### src/rtl/bscan_pkg.sv
package bscan_pkg;

  typedef struct packed {
    logic shift;   // serial load select
    logic clock;   // shift stage enable
    logic update;  // update stage enable
    logic clr;     // update stage clear
    logic mode;    // test data select
  } bs_ctrl_t;

endpackage

### src/rtl/bscan_sel.sv
module bscan_sel #(
  parameter int W = 1
) (
  input  logic         sel,
  input  logic [W-1:0] func_d,
  input  logic [W-1:0] test_d,
  output logic [W-1:0] y
);
  always_comb begin
    y = sel ? test_d : func_d;
  end
endmodule

### src/rtl/bscan_cell.sv
module bscan_cell
  import bscan_pkg::*;
(
  input  logic     clk,
  input  logic     rst_n,
  input  bs_ctrl_t ctrl,
  input  logic     par_in,
  input  logic     ser_in,
  output logic     ser_out,
  output logic     par_out
);
  logic shift_q;
  logic upd_q;

  // capture / shift stage: moves only on a clock strobe
  always_ff @(posedge clk or negedge rst_n) begin
    if (!rst_n) begin
      shift_q <= 1'b0;
    end else if (ctrl.clock) begin
      shift_q <= ctrl.shift ? ser_in : par_in;
    end
  end

  // update stage: clear wins over update
  always_ff @(posedge clk or negedge rst_n) begin
    if (!rst_n) begin
      upd_q <= 1'b0;
    end else if (ctrl.clr) begin
      upd_q <= 1'b0;
    end else if (ctrl.update) begin
      upd_q <= shift_q;
    end
  end

  assign ser_out = shift_q;

  bscan_sel #(.W(1)) u_sel (
    .sel    (ctrl.mode),
    .func_d (par_in),
    .test_d (upd_q),
    .y      (par_out)
  );
endmodule

### src/rtl/bscan_chain.sv
module bscan_chain
  import bscan_pkg::*;
#(
  parameter int N_IN  = 3,
  parameter int N_OUT = 8
) (
  input  logic             clk,
  input  logic             rst_n,
  input  logic             tlr_clr,
  input  logic             dr_shift,
  input  logic             dr_clock,
  input  logic             dr_update,
  input  logic             test_mode,
  input  logic             scan_in,
  output logic             scan_out,
  input  logic [N_IN-1:0]  pin_in,
  output logic [N_IN-1:0]  core_in,
  input  logic [N_OUT-1:0] core_out,
  output logic [N_OUT-1:0] pin_out
);
  localparam int N = N_IN + N_OUT;

  bs_ctrl_t   ctrl;
  logic [N:0] link;   // link[i] feeds cell i, link[N] is the chain output

  always_comb begin
    ctrl.shift  = dr_shift;
    ctrl.clock  = dr_clock;
    ctrl.update = dr_update;
    ctrl.clr    = tlr_clr;
    ctrl.mode   = test_mode;
  end

  assign link[0]  = scan_in;
  assign scan_out = link[N];

  for (genvar i = 0; i < N; i++) begin : g_cell
    if (i < N_IN) begin : g_in
      bscan_cell u_cell (
        .clk     (clk),
        .rst_n   (rst_n),
        .ctrl    (ctrl),
        .par_in  (pin_in[i]),
        .ser_in  (link[i]),
        .ser_out (link[i+1]),
        .par_out (core_in[i])
      );
    end else begin : g_out
      bscan_cell u_cell (
        .clk     (clk),
        .rst_n   (rst_n),
        .ctrl    (ctrl),
        .par_in  (core_out[i-N_IN]),
        .ser_in  (link[i]),
        .ser_out (link[i+1]),
        .par_out (pin_out[i-N_IN])
      );
    end
  end
endmodule

### config.mk
export PLATFORM = sky130hd
export DESIGN_NAME = bscan_chain
export DESIGN_NICKNAME = d
export VERILOG_FILES = /design/src/rtl/bscan_pkg.sv /design/src/rtl/bscan_sel.sv /design/src/rtl/bscan_cell.sv /design/src/rtl/bscan_chain.sv
export SDC_FILE = /design/constraint.sdc
export NUM_CORES = 1
export LEC_CHECK = 0
export ABC_CLOCK_PERIOD_IN_PS = 1500
export BUFFER_PORTS_ARGS = -buffer_cell sky130_fd_sc_hd__buf_2
export CAP_MARGIN = 20
export CORE_ASPECT_RATIO = 0.6
export CORE_MARGIN = 2
export CORE_UTILIZATION = 40
export DETAILED_ROUTE_END_ITERATION = 12
export SLEW_MARGIN = 20
export SYNTH_ARGS = -nofsm -noshare
export SYNTH_HDL_FRONTEND = slang
export SYNTH_SLANG_ARGS = --single-unit
### constraint.sdc
create_clock -name clk -period 1.5 [get_ports clk]
set_input_delay 0.15 -clock clk [delete_from_list [all_inputs] [get_ports clk]]
set_output_delay 0.15 -clock clk [all_outputs]
set_load 0.02 [all_outputs]
==> impl_metrics.tcl, run 1 <==
set metrics [dict create \
    wire_per_inst_um 14.1 \
    setup_tns_ns 0 \
    die_x_um 73.3 \
    path_cells "mux2_2, buf_2" \
    antenna_cells 0 \
    die_h_um 45.6 \
    critical_path_arrival_ns 1.07 \
    io_pins 31 \
    p_clk_share_pct 29.9 \
    leakage_nw 0.656 \
    multiInputGateArea_um2 482 \
    synth_area_um2 1150 \
    postSynth.asyncResetShare_pct 100 \
    ctsHoldBuffers 1 \
    min_path_type "in2reg" \
    grt_pass1_wl_um 3590 \
    p_int_mw 1.01 \
    drt-total-wl_um 2210 \
    final_util_pct 45.8 \
    crit_path_end_kind "output port" \
    synth_commonest_cells "dfrtp_1, mux2i_1, nor2_1" \
    area_delta_synth_final_pct 11.8 \
    dr_total_vias 774 \
    drive_above_1_share_pct 36.6 \
    coreArea_um2 2820 \
    seqCellArea_um2 551 \
    yosys_warnings 0 \
    cp_max_fo 2 \
    hold_violations 0 \
    crit_slowest_cell "dfrtp_1" \
    clock_latency_ns 0.26 \
    tightestPinTransition_ns 0.496 \
    max_stage_delay_ns 0.39 \
    grt_max_degree 23 \
    ant_nets 0 \
    overflow 0 \
    ys_ff_latch 22 \
    required_ns 1.35 \
    cts_tree "built" \
    synth_top_area_share_pct 47.7 \
    cts_setup_buffers 0 \
    path_class "reg2out" \
    cts.sinks 22 \
    pwr-share-comb_pct 19.8 \
    grt_pass1_vias 752 \
    initial_core_util_pct 41.0 \
    max_slew_margin_pct 66.9 \
    ir_drop_uv 453 \
    drt-initial-drc-count 32 \
    cts_root_buf "clkbuf_8" \
    p_seq_share_pct 50.2 \
    num-fill-cells 281 \
    clock-skew-final_ns 0.00170 \
    row_count 15 \
    path_clk_slew_ns 0.08 \
    yosysUniqueCellTypes 10 \
    finalSetupViolCount 0 \
    synth_edf_count 0 \
    p_sw_share_pct 27.4 \
    syn_inst 105 \
    avgSynthCellArea_um2 11.0 \
    powerDensity_nw_per_um2 1080 \
    place_hpwl_um 1570 \
    drt_first_pass_iters 4 \
    htreeDepth 1 \
    vias_per_cell 4.93 \
    drcViolationCount 0 \
    gp_congestion 0.739 \
    drv_cap 0 \
    num-nets-final 143 \
    timing.final.crit_period_ns 1.22 \
    grt_antenna_before_repair 0 \
    io_buffers 30 \
    dieArea_um2 3340 \
    rsz0062_at_grt "no" \
    drv_slew 0 \
    cts.path.max_buffers 2 \
    yosysSeqAreaShare_pct 47.7 \
    syn_nets 124 \
    max_freq_mhz 822 \
    status "finished, final reports clean" \
    cts_made_buffers 3 \
    final.period_utilization_pct 81.1 \
    synthTopCellsByArea "dfrtp_1, mux2i_1, mux2_2" \
    track_usage_pct 14.9 \
    ys_dominant_reg_cell "dfrtp_1" \
    power_mw 1.40 \
    startpoint_type "flop" \
    yosysTopAreaCell "dfrtp_1" \
    ctsResizeCount 0 \
    netSwitchingPower_mw 0.382 \
]
-- path summary, 6_finish.rpt --
| kind | from | end | slack [ns] | cells past startpoint |
|---|---|---|---|---|
| setup reg to reg | g_cell[7].g_out.u_cell.ser_out | g_cell[8].g_out.u_cell.ser_out | 0.71 | 2 |
| hold / removal | core_out[2] | g_cell[5].g_out.u_cell.ser_out | 0.21 | 3 |
| hold reg to reg | g_cell[10].g_out.u_cell.upd_q | g_cell[10].g_out.u_cell.upd_q | 0.52 | 2 |
| max in group asynchronous | rst_n | g_cell[9].g_out.u_cell.ser_out | 0.78 | 2 |
| setup / recovery | g_cell[1].g_in.u_cell.upd_q | core_in[1] | 0.28 | 2 |
| min in group asynchronous | rst_n | g_cell[0].g_in.u_cell.upd_q | 0.38 | 2 |
-- cells in the final DEF (no fill, tap or decap) --
| master | count |
|---|---|
| mux2i_1 | 22 |
| buf_2 | 30 |
| dfrtp_1 | 22 |
| dlygate4sd3_1 | 1 |
| a21oi_1 | 11 |
| nor2_1 | 22 |
| clkbuf_8 | 4 |
| mux2_2 | 11 |
-- logic make-up after synthesis --
kind of cell | after synthesis | share of synthesized area, %
buf+inv | 17 | 10.5
flops | 22 | 47.7
simple gates | 22 | 7.16
compound gates | 11 | 4.77
mux | 33 | 29.8
-- area by class of cell --
class | instances | share of cell area [%]
Sequential cell | 22 | 42.7
Multi-Input combinational cell | 66 | 37.3
Timing Repair Buffer | 31 | 12.4
Clock buffer | 4 | 4.27
Tap cell | 34 | 3.30
-- per-stage QoR --
| stage | instance area [um^2] | hold WS (ns) | setup WS [ns] | instances |
|---|---|---|---|---|
| after floorplan | 1150 | -0.146 | 0.575 | 105 |
| after global placement | 1220 | 0.139 | 0.403 | 152 |
| after detailed placement | 1220 | 0.150 | 0.395 | 152 |
| after CTS | 1290 | 0.202 | 0.271 | 157 |
| after global routing | 1290 | 0.210 | 0.240 | 157 |
| final | 1290 | 0.208 | 0.284 | 157 |
-- worst max-delay path, delay by kind of cell, from the launching register on --
family,cells,cell delay (ns)
buf+inv,1,0.16
flops,1,0.39
mux,1,0.26
-- per-layer routing --
metal	GRT usage, %	wire [um]	up-vias	share of wire (%)
met2	22.2	982	20	44
li1	-	-	384	-
met3	5.75	109	2	4.9
met5	0	0	-	0
met4	4.00	11	0	0.50
met1	20.5	1100	368	50
-- registers in the layout, indices dropped and copies added (netlist names) --
register / cells
g_cell.g_in.u_cell.ser_out: 3
g_cell.g_in.u_cell.upd_q: 3
g_cell.g_out.u_cell.ser_out: 8
g_cell.g_out.u_cell.upd_q: 8
-- power by group through the flow --
stage / registers (mW) / clock network, mW / logic (mW)
floorplan: 0.703 / 0 / 0.228
global placement: 0.709 / 0 / 0.273
detailed placement: 0.713 / 0 / 0.278
CTS: 0.702 / 0.430 / 0.282
global route: 0.711 / 0.456 / 0.308
finish: 0.701 / 0.418 / 0.277
Note: power is estimated with default switching activity, not from simulation.
==> run 2: changes to the inputs <==
--- a/config.mk
+++ b/config.mk
@@ -5,7 +5,7 @@
 export SDC_FILE = /design/constraint.sdc
 export NUM_CORES = 1
 export LEC_CHECK = 0
-export ABC_CLOCK_PERIOD_IN_PS = 1500
+export ABC_CLOCK_PERIOD_IN_PS = 1200
 export BUFFER_PORTS_ARGS = -buffer_cell sky130_fd_sc_hd__buf_2
 export CAP_MARGIN = 20
 export CORE_ASPECT_RATIO = 0.6
==> constraint.sdc (replaced) <==
create_clock -name clk -period 1.2 [get_ports clk]
set_input_delay 0.12 -clock clk [delete_from_list [all_inputs] [get_ports clk]]
set_output_delay 0.12 -clock clk [all_outputs]
set_load 0.02 [all_outputs]
==> run 2 against run 1 <==
Critical path depth is the same. Via count grew 3.2%. Flip-flop and latch count is the same. Non-clock buffer count grew 9. Critical endpoint is now core_in[2]. Largest power group unchanged. Highest routed layer unchanged.
==> impl_metrics.tcl, run 2 (synthesis results as in run 1) <==
set metrics [dict create \
    path_class "reg2out" \
    hold_violations 0 \
    cts_tree "built" \
    crit_slowest_cell "dfrtp_1" \
    dr_total_vias 799 \
    grt_max_degree 23 \
    power_mw 1.84 \
    drt-total-wl_um 2320 \
    row_count 15 \
    cp_max_fo 2 \
    ant_nets 0 \
    finalSetupViolCount 0 \
    path_cells "mux2_2, buf_6" \
    clock_latency_ns 0.26 \
    area_delta_synth_final_pct 23.8 \
    crit_path_end_kind "output port" \
    track_usage_pct 15.0 \
    leakage_nw 0.727 \
    status "finished, final reports clean" \
    num-fill-cells 264 \
    max_freq_mhz 852 \
    overflow 0 \
    htreeDepth 1 \
    cts.path.max_buffers 2 \
    die_x_um 73.3 \
    required_ns 1.08 \
    drt-initial-drc-count 35 \
    antenna_cells 0 \
    cts.sinks 22 \
    grt_antenna_before_repair 0 \
    io_pins 31 \
    gp_congestion 0.739 \
    crit_buf_inv 1 \
    tightestPinTransition_ns 0.492 \
    rsz0062_at_grt "yes" \
    drcViolationCount 0 \
    final.period_utilization_pct 97.8 \
    crit_family "flip-flops" \
    drv_slew 0 \
    max_slew_margin_pct 67.2 \
    die_h_um 45.6 \
    initial_core_util_pct 41.0 \
    cts_root_buf "clkbuf_8" \
    io_buffers 30 \
    place_hpwl_um 1560 \
    cts_made_buffers 3 \
    powerDensity_nw_per_um2 1290 \
    num-nets-final 152 \
    coreArea_um2 2820 \
    startpoint_type "flop" \
    setup_tns_ns 0 \
    min_path_type "in2reg" \
    dieArea_um2 3340 \
    drive_above_1_share_pct 40.9 \
    drt_first_pass_iters 4 \
    path_clk_slew_ns 0.08 \
    final_cell_mix "mux2i_1, nor2_1, dfrtp_1, buf_2, a21oi_1" \
    ir_drop_uv 635 \
    drv_cap 0 \
    max_stage_delay_ns 0.39 \
    timing.final.crit_period_ns 1.17 \
    clock-skew-final_ns 0.000511 \
    grt_pass1_vias 743 \
    wire_per_inst_um 14.0 \
    vias_per_cell 4.81 \
    grt_pass1_wl_um 3620 \
    critical_path_arrival_ns 1.05 \
]
-- run 2: cell count changes in the layout (fill, tap and decap cells not counted) --
cell / before / now
mux2_4: 0 / 2
mux2_2: 11 / 9
buf_2: 30 / 20
buf_6: 0 / 10
buf_4: 0 / 9
-- run 2: path summary, 6_finish.rpt --
kind,startpoint,endpoint,slack [ns],depth (start not counted)
min in group asynchronous,rst_n,g_cell[1].g_in.u_cell.upd_q,0.35,2
worst max-delay path,g_cell[2].g_in.u_cell.upd_q,core_in[2],0.03,2
worst max register to register,g_cell[6].g_out.u_cell.upd_q,g_cell[6].g_out.u_cell.upd_q,0.38,3
worst min-delay path,core_out[2],g_cell[5].g_out.u_cell.ser_out,0.18,3
max in group asynchronous,rst_n,g_cell[10].g_out.u_cell.upd_q,0.51,2
worst min register to register,g_cell[5].g_out.u_cell.upd_q,g_cell[5].g_out.u_cell.upd_q,0.54,2
-- run 2: timing repair --
action                                  CTS  global route
endpoints found under the setup margin    1            11
endpoints found under the hold margin    22             0
hold buffers                              1             0
buffers inserted                          1             8
resized for setup                         1            21
gates cloned                              0             0
-- run 2: worst register-to-register path: stages (launching register included) --
cell and delay [ns]:
dfrtp_1 0.38, buf_4 0.13, mux2i_1 0.14, nor2_1 0.05
-- run 2: area by class of cell --
| cell class | count | area, um^2 | area share (%) |
|---|---|---|---|
| Sequential cell | 22 | 551 | 38.6 |
| Clock buffer | 4 | 55.1 | 3.86 |
| Timing Repair Buffer | 40 | 290 | 20.3 |
| Multi-Input combinational cell | 66 | 489 | 34.3 |
| Tap cell | 34 | 42.5 | 2.98 |
-- run 2: metal layers --
layer / track usage, % / wire, um / share of wire, %
met5: 0 / 0 / 0
met4: 3.27 / 11 / 0.47
met3: 5.31 / 90 / 3.9
met2: 22.3 / 1060 / 45
met1: 21.2 / 1160 / 50
-- run 2: per-stage QoR --
step	utilization (%)	hold slack (ns)	setup slack, ns	std cells	instance area, um^2
3_3_place_gp	43.5	0.109	0.163	152	1220
2_1_floorplan	-	-0.176	0.331	105	1150
5_1_grt	50.7	0.181	-0.0194	166	1430
4_1_cts	46.2	0.170	0.00584	158	1300
6_report	50.7	0.178	0.0259	166	1430
3_5_place_dp	43.5	0.122	0.156	152	1220
-- run 2: power breakdown --
group	total [mW]	internal [mW]	switching, mW
combinational	0.438	0.228	0.210
sequential	0.876	0.821	0.0551
clock	0.523	0.292	0.230
total	1.84	1.34	0.496
